[src/rtl/mbx_pkg.sv]
package mbx_pkg;

  localparam int OFS_CHAN  = 'h00;
  localparam int OFS_LOW   = 'h04;
  localparam int OFS_HIGH  = 'h08;
  localparam int OFS_TRIG  = 'h0C;
  localparam int OFS_CLR   = 'h10;
  localparam int OFS_STAT  = 'h14;
  localparam int OFS_PEND  = 'h18;
  localparam int OFS_MASK  = 'h1C;

  localparam int FLD_W     = 8;
  localparam int OVF_LSB   = 8;
  localparam int DLV_LSB   = 16;

  typedef struct packed {
    logic dlv;
    logic ovf;
    logic blk;
  } mbx_evt_t;

  function automatic logic [31:0] fn_status_pack(input logic [7:0] busy,
                                                 input logic [7:0] ovf,
                                                 input logic [7:0] dlv);
    return {8'h00, dlv, ovf, busy};
  endfunction

  function automatic logic fn_irq_line(input mbx_evt_t pend, input logic [2:0] mask);
    return |(pend & ~mask);
  endfunction

endpackage

[src/rtl/mbx_host_regs.sv]
module mbx_host_regs #(
  parameter int NCH  = 8,
  parameter int ID_W = 8,
  parameter int AW   = 6,
  parameter int DW   = 32
) (
  input  logic            clk,
  input  logic            rst_n,
  input  logic            bus_we,
  input  logic [AW-1:0]   bus_addr,
  input  logic [DW-1:0]   bus_wdata,
  output logic [ID_W-1:0] id_q,
  output logic [DW-1:0]   lo_q,
  output logic [DW-1:0]   hi_q,
  output logic [2:0]      mask_q,
  output logic            trig_fire,
  output logic            trig_bad,
  output logic            fifo_clr_wr,
  output logic            irq_clr_wr,
  output logic            mask_wr
);
  import mbx_pkg::*;

  localparam logic [ID_W-1:0] NCH_ID = ID_W'(NCH);

  logic wr_chan, wr_low, wr_high, wr_trig, id_valid;

  assign wr_chan     = bus_we && (bus_addr == AW'(OFS_CHAN));
  assign wr_low      = bus_we && (bus_addr == AW'(OFS_LOW));
  assign wr_high     = bus_we && (bus_addr == AW'(OFS_HIGH));
  assign wr_trig     = bus_we && (bus_addr == AW'(OFS_TRIG)) && bus_wdata[0];
  assign mask_wr     = bus_we && (bus_addr == AW'(OFS_MASK));
  assign fifo_clr_wr = bus_we && (bus_addr == AW'(OFS_CLR));
  assign irq_clr_wr  = bus_we && (bus_addr == AW'(OFS_PEND)) && bus_wdata[0];
  assign id_valid    = (id_q < NCH_ID);
  assign trig_fire   = wr_trig && id_valid;
  assign trig_bad    = wr_trig && !id_valid;

  always_ff @(posedge clk) begin
    if (!rst_n) begin
      id_q   <= '0;
      lo_q   <= '0;
      hi_q   <= '0;
      mask_q <= 3'b111;
    end else begin
      if (wr_chan) id_q   <= bus_wdata[ID_W-1:0];
      if (wr_low)  lo_q   <= bus_wdata;
      if (wr_high) hi_q   <= bus_wdata;
      if (mask_wr) mask_q <= bus_wdata[2:0];
    end
  end


  chan_hold_chk: assert property (@(posedge clk) disable iff (!rst_n)
    !wr_chan |=> $stable(id_q));

  mask_hold_chk: assert property (@(posedge clk) disable iff (!rst_n)
    !mask_wr |=> $stable(mask_q));

endmodule

[src/rtl/mbx_chan_slot.sv]
module mbx_chan_slot (
  input  logic clk,
  input  logic rst_n,
  input  logic trig_hit,
  input  logic ack_hit,
  input  logic clr_ovf,
  input  logic clr_dlv,
  output logic busy_q,
  output logic ovf_q,
  output logic dlv_q,
  output logic post_ok,
  output logic evt_blk,
  output logic evt_ovf,
  output logic evt_dlv
);

  assign post_ok = trig_hit && !busy_q;
  assign evt_blk = trig_hit && busy_q;
  assign evt_ovf = evt_blk && !ovf_q;
  assign evt_dlv = ack_hit && busy_q;

  always_ff @(posedge clk) begin
    if (!rst_n) begin
      busy_q <= 1'b0;
      ovf_q  <= 1'b0;
      dlv_q  <= 1'b0;
    end else begin
      if (post_ok)      busy_q <= 1'b1;
      else if (evt_dlv) busy_q <= 1'b0;

      if (evt_blk)      ovf_q <= 1'b1;
      else if (clr_ovf) ovf_q <= 1'b0;

      if (evt_dlv)      dlv_q <= 1'b1;
      else if (clr_dlv) dlv_q <= 1'b0;
    end
  end


  busy_set_chk: assert property (@(posedge clk) disable iff (!rst_n)
    (trig_hit && !busy_q) |=> busy_q);

  overflow_set_chk: assert property (@(posedge clk) disable iff (!rst_n)
    (trig_hit && busy_q) |=> ovf_q);

  deliver_chk: assert property (@(posedge clk) disable iff (!rst_n)
    (ack_hit && busy_q) |=> (!busy_q && dlv_q));

  stray_ack_chk: assert property (@(posedge clk) disable iff (!rst_n)
    (ack_hit && !busy_q && !trig_hit && !clr_dlv) |=> $stable(dlv_q) && !busy_q);

  clear_ovf_chk: assert property (@(posedge clk) disable iff (!rst_n)
    (clr_ovf && !(trig_hit && busy_q)) |=> !ovf_q);

endmodule

[src/rtl/mbx_irq_ctrl.sv]
module mbx_irq_ctrl (
  input  logic             clk,
  input  logic             rst_n,
  input  mbx_pkg::mbx_evt_t evt,
  input  logic             clr_wr,
  input  logic [2:0]       mask,
  input  logic             mask_wr,
  output mbx_pkg::mbx_evt_t pend_q,
  output logic             irq
);
  import mbx_pkg::*;

  mbx_evt_t pend_d;

  always_comb begin
    pend_d = clr_wr ? mbx_evt_t'(3'b000) : pend_q;
    pend_d = pend_d | evt;
  end

  always_ff @(posedge clk) begin
    if (!rst_n) pend_q <= '0;
    else        pend_q <= pend_d;
  end

  assign irq = fn_irq_line(pend_q, mask);


  pend_clear_chk: assert property (@(posedge clk) disable iff (!rst_n)
    (clr_wr && (evt == 3'b000)) |=> (pend_q == 3'b000));

  pend_keep_chk: assert property (@(posedge clk) disable iff (!rst_n)
    evt.dlv |=> pend_q.dlv);

  irq_cause_chk: assert property (@(posedge clk) disable iff (!rst_n)
    $rose(irq) |-> ($past(evt != 3'b000) || $past(mask_wr)));

endmodule

[src/rtl/mbx_send_unit.sv]
module mbx_send_unit #(
  parameter int NCH  = 8,
  parameter int ID_W = 8,
  parameter int AW   = 6,
  parameter int DW   = 32,
  localparam int CH_W = $clog2(NCH)
) (
  input  logic            clk,
  input  logic            rst_n,
  input  logic            bus_we,
  input  logic [AW-1:0]   bus_addr,
  input  logic [DW-1:0]   bus_wdata,
  output logic [DW-1:0]   bus_rdata,
  input  logic            ack_valid,
  input  logic [CH_W-1:0] ack_chan,
  output logic            post_valid,
  output logic [CH_W-1:0] post_chan,
  output logic [2*DW-1:0] post_data,
  output logic            irq
);
  import mbx_pkg::*;

  logic [ID_W-1:0] id_q;
  logic [DW-1:0]   lo_q, hi_q;
  logic [2:0]      mask_q;
  logic            trig_fire, trig_bad, fifo_clr_wr, irq_clr_wr, mask_wr;

  logic [NCH-1:0]  busy_v, ovf_v, dlv_v, post_ok_v;
  logic [NCH-1:0]  blk_v, ovfe_v, dlve_v;
  mbx_evt_t        evt, pend_q;
  logic            any_post;

  mbx_host_regs #(.NCH(NCH), .ID_W(ID_W), .AW(AW), .DW(DW)) u_regs (
    .clk(clk), .rst_n(rst_n), .bus_we(bus_we), .bus_addr(bus_addr),
    .bus_wdata(bus_wdata), .id_q(id_q), .lo_q(lo_q), .hi_q(hi_q),
    .mask_q(mask_q), .trig_fire(trig_fire), .trig_bad(trig_bad),
    .fifo_clr_wr(fifo_clr_wr), .irq_clr_wr(irq_clr_wr), .mask_wr(mask_wr)
  );

  for (genvar i = 0; i < NCH; i++) begin : g_slot
    logic trig_hit_i, ack_hit_i;
    assign trig_hit_i = trig_fire && (id_q[CH_W-1:0] == CH_W'(i));
    assign ack_hit_i  = ack_valid && (ack_chan == CH_W'(i));
    mbx_chan_slot u_slot (
      .clk(clk), .rst_n(rst_n),
      .trig_hit(trig_hit_i), .ack_hit(ack_hit_i),
      .clr_ovf(fifo_clr_wr && bus_wdata[OVF_LSB+i]),
      .clr_dlv(fifo_clr_wr && bus_wdata[DLV_LSB+i]),
      .busy_q(busy_v[i]), .ovf_q(ovf_v[i]), .dlv_q(dlv_v[i]),
      .post_ok(post_ok_v[i]), .evt_blk(blk_v[i]),
      .evt_ovf(ovfe_v[i]), .evt_dlv(dlve_v[i])
    );
  end

  assign any_post = |post_ok_v;
  assign evt.blk  = |blk_v;
  assign evt.ovf  = |ovfe_v;
  assign evt.dlv  = |dlve_v;

  mbx_irq_ctrl u_irq (
    .clk(clk), .rst_n(rst_n), .evt(evt), .clr_wr(irq_clr_wr),
    .mask(mask_q), .mask_wr(mask_wr), .pend_q(pend_q), .irq(irq)
  );

  always_ff @(posedge clk) begin
    if (!rst_n) begin
      post_valid <= 1'b0;
      post_chan  <= '0;
      post_data  <= '0;
    end else begin
      post_valid <= any_post;
      if (any_post) begin
        post_chan <= id_q[CH_W-1:0];
        post_data <= {hi_q, lo_q};
      end
    end
  end

  always_comb begin
    bus_rdata = '0;
    case (bus_addr)
      AW'(OFS_CHAN): bus_rdata = DW'(id_q);
      AW'(OFS_LOW):  bus_rdata = lo_q;
      AW'(OFS_HIGH): bus_rdata = hi_q;
      AW'(OFS_STAT): bus_rdata = fn_status_pack(8'(busy_v), 8'(ovf_v), 8'(dlv_v));
      AW'(OFS_PEND): bus_rdata = DW'(pend_q);
      AW'(OFS_MASK): bus_rdata = DW'(mask_q);
      default:       bus_rdata = '0;
    endcase
  end


  single_post_chk: assert property (@(posedge clk) disable iff (!rst_n)
    $onehot0(post_ok_v));

  post_pulse_chk: assert property (@(posedge clk) disable iff (!rst_n)
    post_valid |=> !post_valid || $past(any_post));

  bad_trig_chk: assert property (@(posedge clk) disable iff (!rst_n)
    trig_bad |=> !post_valid);

  bad_trig_state_chk: assert property (@(posedge clk) disable iff (!rst_n)
    (trig_bad && !ack_valid) |=> $stable(busy_v) && $stable(ovf_v));

endmodule

[config.mk]
export PLATFORM = sky130hd
export DESIGN_NAME = mbx_send_unit
export DESIGN_NICKNAME = d
export VERILOG_FILES = /design/src/rtl/mbx_pkg.sv /design/src/rtl/mbx_host_regs.sv /design/src/rtl/mbx_chan_slot.sv /design/src/rtl/mbx_irq_ctrl.sv /design/src/rtl/mbx_send_unit.sv
export SDC_FILE = /design/constraint.sdc
export NUM_CORES = 1
export LEC_CHECK = 0
export CAP_MARGIN = 20
export CORE_MARGIN = 1
export CORE_UTILIZATION = 23
export CTS_BUF_LIST = sky130_fd_sc_hd__clkbuf_16
export DETAILED_ROUTE_END_ITERATION = 10
export SLEW_MARGIN = 30
export SYNTH_ARGS = -nofsm -noshare
export SYNTH_HDL_FRONTEND = slang
export SYNTH_SLANG_ARGS = --single-unit
export TNS_END_PERCENT = 10
[constraint.sdc]
create_clock -name clk -period 4.67 [get_ports clk]
set_clock_uncertainty 0.1 [all_clocks]
set_input_delay 1.401 -clock clk [delete_from_list [all_inputs] [get_ports clk]]
set_output_delay 1.401 -clock clk [all_outputs]
set_load 0.01 [all_outputs]
* Word-level counts from Yosys, hierarchy flattened *
Index checks and enable logic that the tools add are counted.
W data, S select, Z words.

cells by class
  order comparisons = 1
  eq/ne operators = 21
  muxes and demuxes = 50
  bitwise gates (word level) = 3
  reductions and logical operators = 122

operator list
  operator              number
  $pmux W32 S6          1
  $logic_and A1 B1 Y1   74
  $mux W1               48
  $reduce_bool A2 Y1    24
  $reduce_or A8 Y1      4
  $eq A3 B3 Y1 const B  8
  $eq A6 B5 Y1 const B  4
  $logic_not A1 Y1      16
  $eq A3 B2 Y1 const B  4
  $eq A6 B4 Y1 const B  2
  $lt A8 B4 Y1 const B  1
  $eq A3 B1 Y1 const B  2
  $eq A6 B3 Y1 const B  1
  $logic_not A3 Y1      2
  $logic_not A6 Y1      1
  $and A3 B3 Y3         1
  $mux W3               1
  $not A3 Y3            1
  $or A3 B3 Y3          1
  $reduce_or A3 Y1      1

word-level totals
  bits in registers = 170
  output and inout port bits = 101

* Depth between registers and ports, before layout *
Gate-level depths: netlist (run 1).

  depth after elaboration = 9
  mapped depth = 9

* Modules after synthesis *
Synthesis (run 1) repeated with hierarchy kept, for this count alone.

second synthesis, totals
  cells, all modules = 884
  area, all modules = 7873.8 um^2

modules (own cells, without submodules)
  module         times used  cells an instance  area an instance (um^2)  seq. area each (um^2)
  mbx_send_unit  1           461                3848.7                   1361.3
  mbx_host_regs  1           298                2900.3                   1501.4
  mbx_chan_slot  8           14                 125.1                    60.1
  mbx_irq_ctrl   1           13                 123.9                    60.1

* Least setup slack after synthesis (run 1) *
OpenSTA, ideal clock, no wires.

  kind = input to output
  start = in bus_addr[2]
  end = out bus_rdata[14]
  data arrival time = 2.711 ns
  path slack = 0.458 ns
  stages = 8
  cells stage by stage = buf_2 > nor3_1 > and3_1 > clkbuf_1 > clkbuf_1 > buf_2 > nand2_1 > nand2_1

between the ends
  word-level cells in the longest chain between the ends = 2
  elaborated cells on any way between the ends = 7
  classes of those cells = eq/ne: 5; mux: 1; reduce/logical: 1

RTL lines
  what                                  RTL line             source
  start: declaration                    mbx_send_unit.sv:11  input logic [AW-1:0] bus_addr,
  $eq A6 B5 Y1 (tied with other cells)  mbx_send_unit.sv:81  case (bus_addr)
  $pmux W32 S6 *                        mbx_send_unit.sv:81
  end: declaration                      mbx_send_unit.sv:13  output logic [DW-1:0] bus_rdata,

Every way passes the cells marked *; elsewhere a longest branch is shown, timed or not.

* Final worst setup path (run 1) *
  start = in bus_addr[5]
  end = out bus_rdata[12]

The elaborated chain is that of the path after synthesis.

==> qor.yml, run 1 <==
grt_pass1_vias: 6505
start_util_pct: 23.6
power.density_nw_per_um2: 307
maxCapViolCount: 0
p_int_mw: 2.25
drc: 0
worst_slew_pin_slew_ps: 921
grtUsageTotal_pct: 15.6
crit_required_ps: 3170
path_cells: "clkdlybuf4s50_1 -> nor3_2 -> and3_4 -> buf_4 -> buf_4 -> nand2_1 -> nand2_1 -> clkdlybuf4s50_1"
final_cell_mix: "nand2_1 (361), dfxtp_1 (170), a21oi_1 (151), clkdlybuf4s50_1 (116), nor2_1 (23)"
htree_levels: 4
num-fill-cells: 3204
final.setup.worst_slack_ps: -167
gp_congestion: 0.824
root_buffer: "clkbuf_16"
die-height_um: 177
num_vias: 6815
avgSynthCellArea_um2: 7.60
finalSetupViolations: 8
layout-drive-gt1-share_pct: 7.43
grt_pass1_wl_mm: 37.2
end_kind: "output pin"
p_leak_nw: 3.45
min_from: "post_data[39]$_SDFFE_PN0P_"
reg2reg_slack_ps: 1730
power.switching_uw: 715
regArea_um2: 3400
rsz0062_at_grt: "true"
holdPathEnd: "post_data[39]$_SDFFE_PN0P_"
r2r-start: "u_regs.id_q[1]$_SDFFE_PN0P_"
worstSetupPathType: "input pin to output pin"
ys_warn_count: 0
synth_nets: 971
dr.first_iter.drc_count: 536
cts_made_buffers: 17
synth_flop_cell: "dfxtp_1"
timing.fmax_ghz: 0.207
hold_viol_final: 0
post-dp-hpwl_mm: 16.8
insertion_delay_ps: 430
die_x_um: 177
grt_max_degree: 74
dieArea_um2: 31300
layout_commonest_cell: "nand2_1"
yosysSeqAreaShare_pct: 48.4
rr_endpoint: "post_data[22]$_SDFFE_PN0P_"
post-route-util_pct: 32.3
async_flop_share_pct: 0
io_pins: 146
p_total_mw: 2.97
syn-instance-count: 926
numPortBuffers: 145
seq_power_share_pct: 49.0
dr.pass1.iters: 5
violations: "setup timing"
syn2layout_area_growth_pct: 37.2
r2r_cells: 6
critPathMaxFanout: 6
period_share_pct: 104
hp-class: "flop to flop"
cp-start-kind: "input pin"
multiInputGateArea_um2: 3320
grt.overflow.total: 0
cp.arrival_ps: 3340
antenna_found_initial: 1
nNetsFinal: 1095
via_per_inst: 4.68
ys_types: 49
num_rows: 63
cts_tree: "done"
dp_slack_ps: -341
min_period_ps: 4840
drv_slew: 0
cpMaxStageDelayCell: "clkdlybuf4s50_1"
critPathTopFamily: "buffers and inverters"
power_frac_comb_pct: 4.2
ant_nets: 0
switching_share_pct: 24.1
ctsHoldBuffers: 0
cts_sinks: 170
hold_depth: 2
clkPwrFrac_pct: 46.8
syn-cell-area_um2: 7040
clk_pin_slew_ps: 60
critPathBufInv: 4
fin_area_um2: 9650
core-area_um2: 29900
drt_wl_total_mm: 24.4
status: "finished, violations left"
postCtsSetupBuffers: 0
ir_drop_v: 0.000214
dpl-instance-area_um2: 9000
synth_edf_count: 0
crit_path_max_incr_delay_ps: 530
wl_per_cell_um: 16.8
synth-seq-cells: 170
clk_path_buf_depth: 2
maxSlewHeadroom_pct: 38.6
## cell usage after synthesis (5+ instances only)
| master | number | share of area [%] |
|---|---|---|
| a21oi_1 | 151 | 11 |
| a222oi_1 | 5 | 0.71 |
| a22o_1 | 8 | 1.0 |
| a22oi_1 | 20 | 2.1 |
| and3_1 | 6 | 0.53 |
| buf_2 | 16 | 1.1 |
| buf_4 | 9 | 0.96 |
| clkbuf_1 | 42 | 2.2 |
| dfxtp_1 | 170 | 48 |
| inv_1 | 10 | 0.53 |
| mux2i_1 | 10 | 1.4 |
| nand2_1 | 361 | 19 |
| nand3_1 | 21 | 1.5 |
| nor2_1 | 23 | 1.2 |
| nor2b_1 | 6 | 0.53 |
| nor3_1 | 6 | 0.43 |
| o21ai_0 | 5 | 0.36 |
## through the flow
stage	instances	setup TNS [ps]	hold WS, ps
floorplan	926	0	336
global placement	1420	-8240	343
detailed placement	1420	-8880	349
CTS	1452	-1920	357
global route	1453	-1510	365
finish	1455	-777	354
## cell families after synthesis
kind of cell    Yosys count  share of synthesized area (%)
compound gates          218                           18.6
flops                   170                           48.4
mux                      11                           1.74
buf+inv                  81                           5.08
simple gates            446                           26.3
## state kept, by name, summed over array words and instances, names as in the netlist
register,cells
post_data,64
g_slot.u_slot.busy_q,8
post_chan,3
g_slot.u_slot.ovf_q,8
post_valid,1
u_regs.hi_q,32
u_regs.lo_q,32
u_regs.mask_q,3
u_regs.id_q,8
u_irq.pend_q,3
g_slot.u_slot.dlv_q,8
## worst min-delay path, delay by kind of cell, from the launching register on
family | cells | cell delay [ps]
DFF | 1 | 310
AOI/OAI and AO/OA | 1 | 50
and+or+nand+nor | 1 | 50
## how the worst max path moves through the flow
stage / start / endpoint / slack, ps / cells after the start
floorplan: bus_addr[2] / bus_rdata[14] / 460 / 8
detailed placement: bus_addr[3] / bus_rdata[6] / -340 / 7
global route: bus_addr[5] / bus_rdata[12] / -220 / 8
finish: bus_addr[5] / bus_rdata[12] / -170 / 8
global placement: bus_addr[1] / bus_rdata[6] / -320 / 7
CTS: bus_addr[0] / bus_rdata[1] / -160 / 7
## layer usage
layer	up-vias	global-route usage, %	wire length, µm
met2	196	24.7	11300
met3	20	3.16	1130
met5	-	0	0
li1	3376	-	-
met1	3223	21.0	11700
met4	0	5.03	314
## power by group through the flow
stage,clock (mW),combinational (mW),sequential (mW)
5_1_grt,1.50,0.132,1.45
3_5_place_dp,0,0.120,1.49
2_1_floorplan,0,0.0444,1.49
6_report,1.39,0.123,1.45
3_3_place_gp,0,0.120,1.49
4_1_cts,1.44,0.123,1.45
## timing repair
item,4_1_cts,5_1_grt
gates cloned,0,1
resized for setup,32,12
pin swaps,3,1
endpoints found under the setup margin,32,19
hold endpoints to repair,0,0
## cell type report
type,instances,share of cell area (%)
clock buffer,17,4.41
multi-input combinational,675,34.4
sequential,170,35.3
tap,390,5.05
clock inverter,15,1.53
antenna,2,0.0518
inverter,10,0.415
timing repair buffer,176,18.9
No activity file was read; power rests on OpenSTA's default activity.
==> run 2: changes to the inputs <==
--- a/config.mk
+++ b/config.mk
@@ -6,7 +6,7 @@
 export NUM_CORES = 1
 export LEC_CHECK = 0
 export CAP_MARGIN = 20
-export CORE_MARGIN = 1
+export CORE_MARGIN = 2
 export CORE_UTILIZATION = 23
 export CTS_BUF_LIST = sky130_fd_sc_hd__clkbuf_16
 export DETAILED_ROUTE_END_ITERATION = 10
@@ -14,4 +14,4 @@
 export SYNTH_ARGS = -nofsm -noshare
 export SYNTH_HDL_FRONTEND = slang
 export SYNTH_SLANG_ARGS = --single-unit
-export TNS_END_PERCENT = 10
+export TNS_END_PERCENT = 1
==> run 2 against run 1 <==
  * The run still ends with setup timing left
  * Sequential cell count is the same
  * Routed wire length down 0.52%
  * Combinational power about the same
  * Critical endpoint is now bus_rdata[10]
  * Largest cell class unchanged
==> qor.yml, run 2 (synthesis results as in run 1) <==
status: "finished, violations left"
violations: "setup timing"
root_buffer: "clkbuf_16"
grt_pass1_wl_mm: 37.2  # about the same
dp_slack_ps: -375  # -34.0 ps
r2r_cells: 8  # +2
htree_levels: 4  # unchanged
worstSetupPathType: "input pin to output pin"
switching_share_pct: 22.3  # -1.8 points
dp.cells: 1431  # +0.77%
layout-drive-gt1-share_pct: 7.32  # -0.11 points
power.density_nw_per_um2: 312  # +1.4%
grtUsageTotal_pct: 15.1  # -0.44 points
core-area_um2: 30300  # +1.6%
gp_congestion: 0.821  # -0.42%
maxCapViolCount: 0  # unchanged
largest_reg_flops: 64  # unchanged
hold_viol_final: 0  # unchanged
path_cells: "clkdlybuf4s50_1 -> nor3_2 -> and3_4 -> buf_12 -> buf_4 -> nand2_1 -> nand2_1 -> clkdlybuf4s50_1"
finalSetupViolations: 2  # -6
numPortBuffers: 145  # unchanged
wl_per_cell_um: 16.6  # -1.0%
grt.overflow.total: 0  # unchanged
cts_sinks: 170  # unchanged
grt_pass1_vias: 6457  # -0.74%
grt_max_degree: 65  # -12%
drc: 0  # unchanged
num_rows: 64  # +1.6%
rr_endpoint: "post_data[23]$_SDFFE_PN0P_"
dieArea_um2: 32000  # +2.3%
clk_path_buf_depth: 2  # unchanged
power_frac_comb_pct: 4.1  # about the same
setup.worst_path.end: "bus_rdata[10]"
hp-class: "flop to flop"
cts_tree: "done"
layout.cells.non_filler: 1462  # +0.48%
antenna_found_initial: 0  # -1
num_vias: 6791  # -0.35%
dr.first_iter.drc_count: 391  # -27%
cp.arrival_ps: 3250  # -90 ps
reg.largest.list: "post_data x64, u_regs.hi_q x32, u_regs.lo_q x32"
post-dp-hpwl_mm: 17.1  # +1.7%
io_pins: 146  # unchanged
insertion_delay_ps: 420  # about the same
ir_drop_v: 0.000245  # +14%
startpoint: "bus_addr[2]"
cp-start-kind: "input pin"
drv_slew: 0  # unchanged
drt_wl_total_mm: 24.3  # -0.52%
syn2layout_area_growth_pct: 37.4
crit_path_max_incr_delay_ps: 520  # about the same
finalSetupTns_ps: -151  # +626 ps
reg2reg_slack_ps: 2010  # +280 ps
die_x_um: 179  # +1.1%
final_cell_mix: "nand2_1 (361), dfxtp_1 (170), a21oi_1 (151), clkdlybuf4s50_1 (112), dlygate4sd2_1 (24)"
period_share_pct: 102  # -1.8 points
rsz0062_at_grt: "true"
timing.fmax_ghz: 0.210  # +1.8%
via_per_inst: 4.65  # -0.83%
start_util_pct: 23.2  # -0.37 points
diodes: 0  # -2
dpl-instance-area_um2: 9050  # +0.58%
ant_nets: 0  # unchanged
cts_made_buffers: 17  # unchanged
power.switching_uw: 672  # -5.9%
p_int_mw: 2.34  # +3.9%
fin_area_um2: 9670  # +0.14%
p_leak_nw: 3.46  # +0.31%
r2r-start: "u_regs.id_q[2]$_SDFFE_PN0P_"
worst_slew_pin_slew_ps: 738  # -184 ps
die-height_um: 179  # +1.1%
critPathMaxFanout: 11  # +5
end_kind: "output pin"
nNetsFinal: 1099  # +0.37%
ctsHoldBuffers: 0  # unchanged
num-fill-cells: 3262  # +1.8%
clk_pin_slew_ps: 70  # about the same
layout_commonest_cell: "nand2_1"
min_period_ps: 4750  # -86.3 ps
regMostFlops: "post_data"
clkPwrFrac_pct: 47.6  # +0.8 points
maxSlewHeadroom_pct: 50.4  # +12 points
seq_power_share_pct: 48.3  # -0.7 points
final.setup.worst_slack_ps: -80.8  # +86.3 ps
dr.pass1.iters: 5  # unchanged
cpMaxStageDelayCell: "clkdlybuf4s50_1"
crit_required_ps: 3170  # about the same
-- run 2: cell types whose count changed in the layout (fill, tap and decap cells not counted), moves of 2 or more --
cell	before	now
inv_1	9	13
bufinv_16	1	3
inv_8	2	0
clkinv_1	2	0
clkinv_4	6	3
clkdlybuf4s50_1	116	112
buf_4	19	23
diode_2	2	0
clkinvlp_4	0	2
dlygate4sd2_1	18	24
-- run 2: metal layers --
metal  track usage [%]  up-vias  share of wire, %
met4              4.13        0               1.8
met5                 0        -                 0
li1                  -     3368                 -
met3              2.91       22               5.3
met1              20.5     3188                46
met2              24.5      213                47
-- run 2: cell type report --
type / instances / area [µm²] / area share, %
timing repair buffer: 180 / 1830 / 19.0
sequential: 170 / 3400 / 35.2
inverter: 10 / 40.0 / 0.414
clock inverter: 14 / 160 / 1.66
tap: 396 / 495 / 5.12
multi-input combinational: 675 / 3310 / 34.2
clock buffer: 17 / 425 / 4.40
-- run 2: metrics by stage --
stage	hold slack (ps)	power, mW	util, %
floorplan	336	1.53	-
global placement	341	1.61	29.7
detailed placement	346	1.61	29.8
CTS	355	3.06	31.7
global route	369	3.12	31.9
finish	354	3.01	31.9
-- run 2: worst min-delay path by stage --
stage | startpoint | to | slack [ps] | depth (start not counted)
4_1_cts | post_data[63]$_SDFFE_PN0P_ | post_data[63]$_SDFFE_PN0P_ | 360 | 2
2_1_floorplan | g_slot[0].u_slot.dlv_q$_SDFFE_PN0P_ | g_slot[0].u_slot.dlv_q$_SDFFE_PN0P_ | 340 | 2
3_3_place_gp | post_data[24]$_SDFFE_PN0P_ | post_data[24]$_SDFFE_PN0P_ | 340 | 2
5_1_grt | post_data[51]$_SDFFE_PN0P_ | post_data[51]$_SDFFE_PN0P_ | 370 | 2
6_report | post_data[63]$_SDFFE_PN0P_ | post_data[63]$_SDFFE_PN0P_ | 350 | 2
3_5_place_dp | post_data[63]$_SDFFE_PN0P_ | post_data[63]$_SDFFE_PN0P_ | 350 | 2
-- run 2: critical path: cells and delay by family --
kind          cells  cell delay, ps
buf+inv           4            1260
simple gates      4             590
-- run 2: what timing repair did --
action	in CTS	in global routing
resized for setup	29	12
endpoints found under the setup margin	32	27
setup buffers	0	0
pin swaps	0	2
endpoints found under the hold margin	0	0
-- run 2: power by group through the flow --
| stage | logic (mW) | clock network (mW) | registers, mW |
|---|---|---|---|
| 3_3_place_gp | 0.121 | 0 | 1.49 |
| 2_1_floorplan | 0.0444 | 0 | 1.49 |
| 5_1_grt | 0.133 | 1.53 | 1.45 |
| 6_report | 0.122 | 1.43 | 1.45 |
| 4_1_cts | 0.123 | 1.49 | 1.45 |
| 3_5_place_dp | 0.121 | 0 | 1.49 |
==> run 3: changes to the inputs <==
--- a/config.mk
+++ b/config.mk
@@ -10,6 +10,7 @@
 export CORE_UTILIZATION = 23
 export CTS_BUF_LIST = sky130_fd_sc_hd__clkbuf_16
 export DETAILED_ROUTE_END_ITERATION = 10
+export SETUP_SLACK_MARGIN = 0.3
 export SLEW_MARGIN = 30
 export SYNTH_ARGS = -nofsm -noshare
 export SYNTH_HDL_FRONTEND = slang
==> run 3 against run 2 <==
  * Largest power group unchanged
  * Non-clock buffer count is 1 higher
  * Maximum frequency rose by 9.0%
  * Sequential power about the same
  * Combinational power about the same
  * Critical path depth is 1 lower
  * Global-route usage increased by 0.072 points
  * The flow now finishes without violations
  * Total power about the same
  * Highest routed layer unchanged
  * Critical path type unchanged
  * Largest cell class unchanged
  * Sequential share of layout area grew 0.064 points
  * First-iteration DRC count grew 2.8%
  * Design area decreased by 0.18%
  * Sequential cell count unchanged
  * Routed wire length shrank 0.27%
==> qor.yml, run 3 (synthesis results as in run 1) <==
status: "completed"
p_total_mw: 3.01  # about the same
rsz0062_at_grt: "true"
min_from: "post_data[24]$_SDFFE_PN0P_"
wl_per_cell_um: 16.5  # -0.34%
clk_pin_slew_ps: 60  # about the same
hold_viol_final: 0  # unchanged
power.switching_uw: 674  # +0.20%
grtUsageTotal_pct: 15.2  # +0.072 points
layout_commonest_cell: "nand2_1"
cts_tree: "done"
timing.fmax_ghz: 0.229  # +9.0%
worst_slew_pin_slew_ps: 727  # -10.1 ps
diodes: 0  # unchanged
power_frac_comb_pct: 4.0  # about the same
cp-start-kind: "input pin"
cts_sinks: 170  # unchanged
ctsHoldBuffers: 0  # unchanged
ant_nets: 0  # unchanged
dieArea_um2: 32000  # unchanged
min_period_ps: 4360  # -392 ps
antenna_found_initial: 0  # unchanged
dr.pass1.iters: 5  # unchanged
gp_congestion: 0.821  # unchanged
io_pins: 146  # unchanged
drt_wl_total_mm: 24.2  # -0.27%
crit_required_ps: 3170  # about the same
critPathBufInv: 3  # -1
r2r-start: "u_regs.id_q[2]$_SDFFE_PN0P_"
reg2reg_slack_ps: 2020  # about the same
core-area_um2: 30300  # unchanged
num_rows: 64  # unchanged
grt_max_degree: 65  # unchanged
ir_drop_v: 0.000243  # -0.47%
regArea_um2: 3400  # unchanged
dr.first_iter.drc_count: 402  # +2.8%
reg.largest.list: "post_data x64, u_regs.hi_q x32, u_regs.lo_q x32"
holdPathEnd: "post_data[24]$_SDFFE_PN0P_"
crit_path_max_incr_delay_ps: 310  # -210 ps
power.density_nw_per_um2: 312  # +0.21%
largest_reg_flops: 64  # unchanged
critPathMaxFanout: 24  # +13
cts_made_buffers: 17  # unchanged
p_leak_nw: 3.32  # -4.1%
rr_endpoint: "post_data[23]$_SDFFE_PN0P_"
syn2layout_area_growth_pct: 37.1
num_vias: 6797  # +0.088%
drv_slew: 0  # unchanged
post-dp-hpwl_mm: 17.1  # unchanged
dp_slack_ps: -375  # unchanged
end_kind: "output pin"
regMostFlops: "post_data"
numPortBuffers: 145  # unchanged
nNetsFinal: 1100  # +0.091%
num-fill-cells: 3269  # +0.21%
cp.arrival_ps: 2860  # -390 ps
maxSlewHeadroom_pct: 51.5  # +1.1 points
maxCapViolCount: 0  # unchanged
clkPwrFrac_pct: 47.7  # about the same
layout-drive-gt1-share_pct: 8.25  # +0.93 points
hold_depth: 2  # unchanged
cpMaxStageDelayCell: "a222oi_1"
r2r_cells: 8  # unchanged
p_int_mw: 2.34  # about the same
grt_pass1_vias: 6502  # +0.70%
worstSetupPathType: "input pin to output pin"
drc: 0  # unchanged
die_x_um: 179  # unchanged
insertion_delay_ps: 420  # about the same
via_per_inst: 4.65  # about the same
htree_levels: 4  # unchanged
period_share_pct: 93.3  # -8.4 points
critPathTopFamily: "buffers and inverters"
start_util_pct: 23.2  # unchanged
switching_share_pct: 22.4  # +0.040 points
grt.overflow.total: 0  # unchanged
path_cells: "dlygate4sd2_1 -> nor2b_2 -> and3_4 -> buf_12 -> a222oi_1 -> nand2_1 -> clkdlybuf4s15_2"
die-height_um: 179  # unchanged
seq_power_share_pct: 48.3  # about the same
finalSetupViolations: 0  # -2
final_cell_mix: "nand2_1 (361), dfxtp_1 (170), a21oi_1 (151), clkdlybuf4s50_1 (107), nor2_1 (23)"
grt_pass1_wl_mm: 37.4  # +0.59%
hp-class: "flop to flop"
multiInputGateArea_um2: 3320  # +0.26%
clk_path_buf_depth: 2  # unchanged
startpoint: "bus_addr[4]"
final.setup.worst_slack_ps: 311  # +392 ps
root_buffer: "clkbuf_16"
-- run 3: cell count changes in the layout (fill, tap and decap cells not counted), sizes merged --
cell / delta
clkdlybuf4s50: -5
clkbuf: +1
dlymetal6s2s: -9
buf: +5
dlygate4sd2: -3
clkdlybuf4s15: +12
-- run 3: stage by stage --
step / util [%] / TNS (ps) / hold slack (ps) / cell area, µm² / instances
3_3_place_gp: 29.7 / -8470 / 341 / 9030 / 1429
2_1_floorplan: - / 0 / 336 / 7040 / 926
4_1_cts: 31.8 / 0 / 355 / 9650 / 1463
5_1_grt: 31.8 / 0 / 369 / 9650 / 1463
6_report: 31.8 / 0 / 353 / 9650 / 1463
3_5_place_dp: 29.8 / -10870 / 346 / 9050 / 1431
-- run 3: what timing repair did --
action / CTS / global route
endpoints found under the setup margin: 32 / 31
buffers inserted: 1 / 0
pin swaps: 14 / 4
resized for setup: 69 / 9
-- run 3: how the worst max path moves through the flow --
| stage | cells past startpoint | slack [ps] | endpoint |
|---|---|---|---|
| finish | 7 | 310 | bus_rdata[4] |
| global route | 7 | 230 | bus_rdata[26] |
| CTS | 7 | 290 | bus_rdata[30] |
| detailed placement | 7 | -380 | bus_rdata[28] |
| global placement | 7 | -290 | bus_rdata[24] |
| floorplan | 8 | 460 | bus_rdata[14] |
-- run 3: worst min-delay path, delay by kind of cell, from the launching register on --
kind / cells / cell delay (ps)
flops: 1 / 310
simple gates: 1 / 50
compound gates: 1 / 50
-- run 3: power by group through the flow --
| stage | clock network, mW | registers (mW) | logic (mW) |
|---|---|---|---|
| floorplan | 0 | 1.49 | 0.0444 |
| global placement | 0 | 1.49 | 0.121 |
| detailed placement | 0 | 1.49 | 0.121 |
| CTS | 1.49 | 1.45 | 0.122 |
| global route | 1.53 | 1.45 | 0.132 |
| finish | 1.44 | 1.45 | 0.122 |
-- run 3: final cells by class --
type	instances	share of cell area [%]
Clock buffer	17	4.41
Timing Repair Buffer	181	18.7
Clock inverter	14	1.66
Tap cell	396	5.13
Inverter	10	0.415
Sequential cell	170	35.3
Multi-Input combinational cell	675	34.4
-- run 3: layer usage --
metal  up-vias  GRT usage [%]  wire, µm
met5         -              0         0
met4         0           4.17       396
met3        20           2.93      1300
met2       207           24.8     11400
met1      3201           20.5     11200
li1       3369              -         -
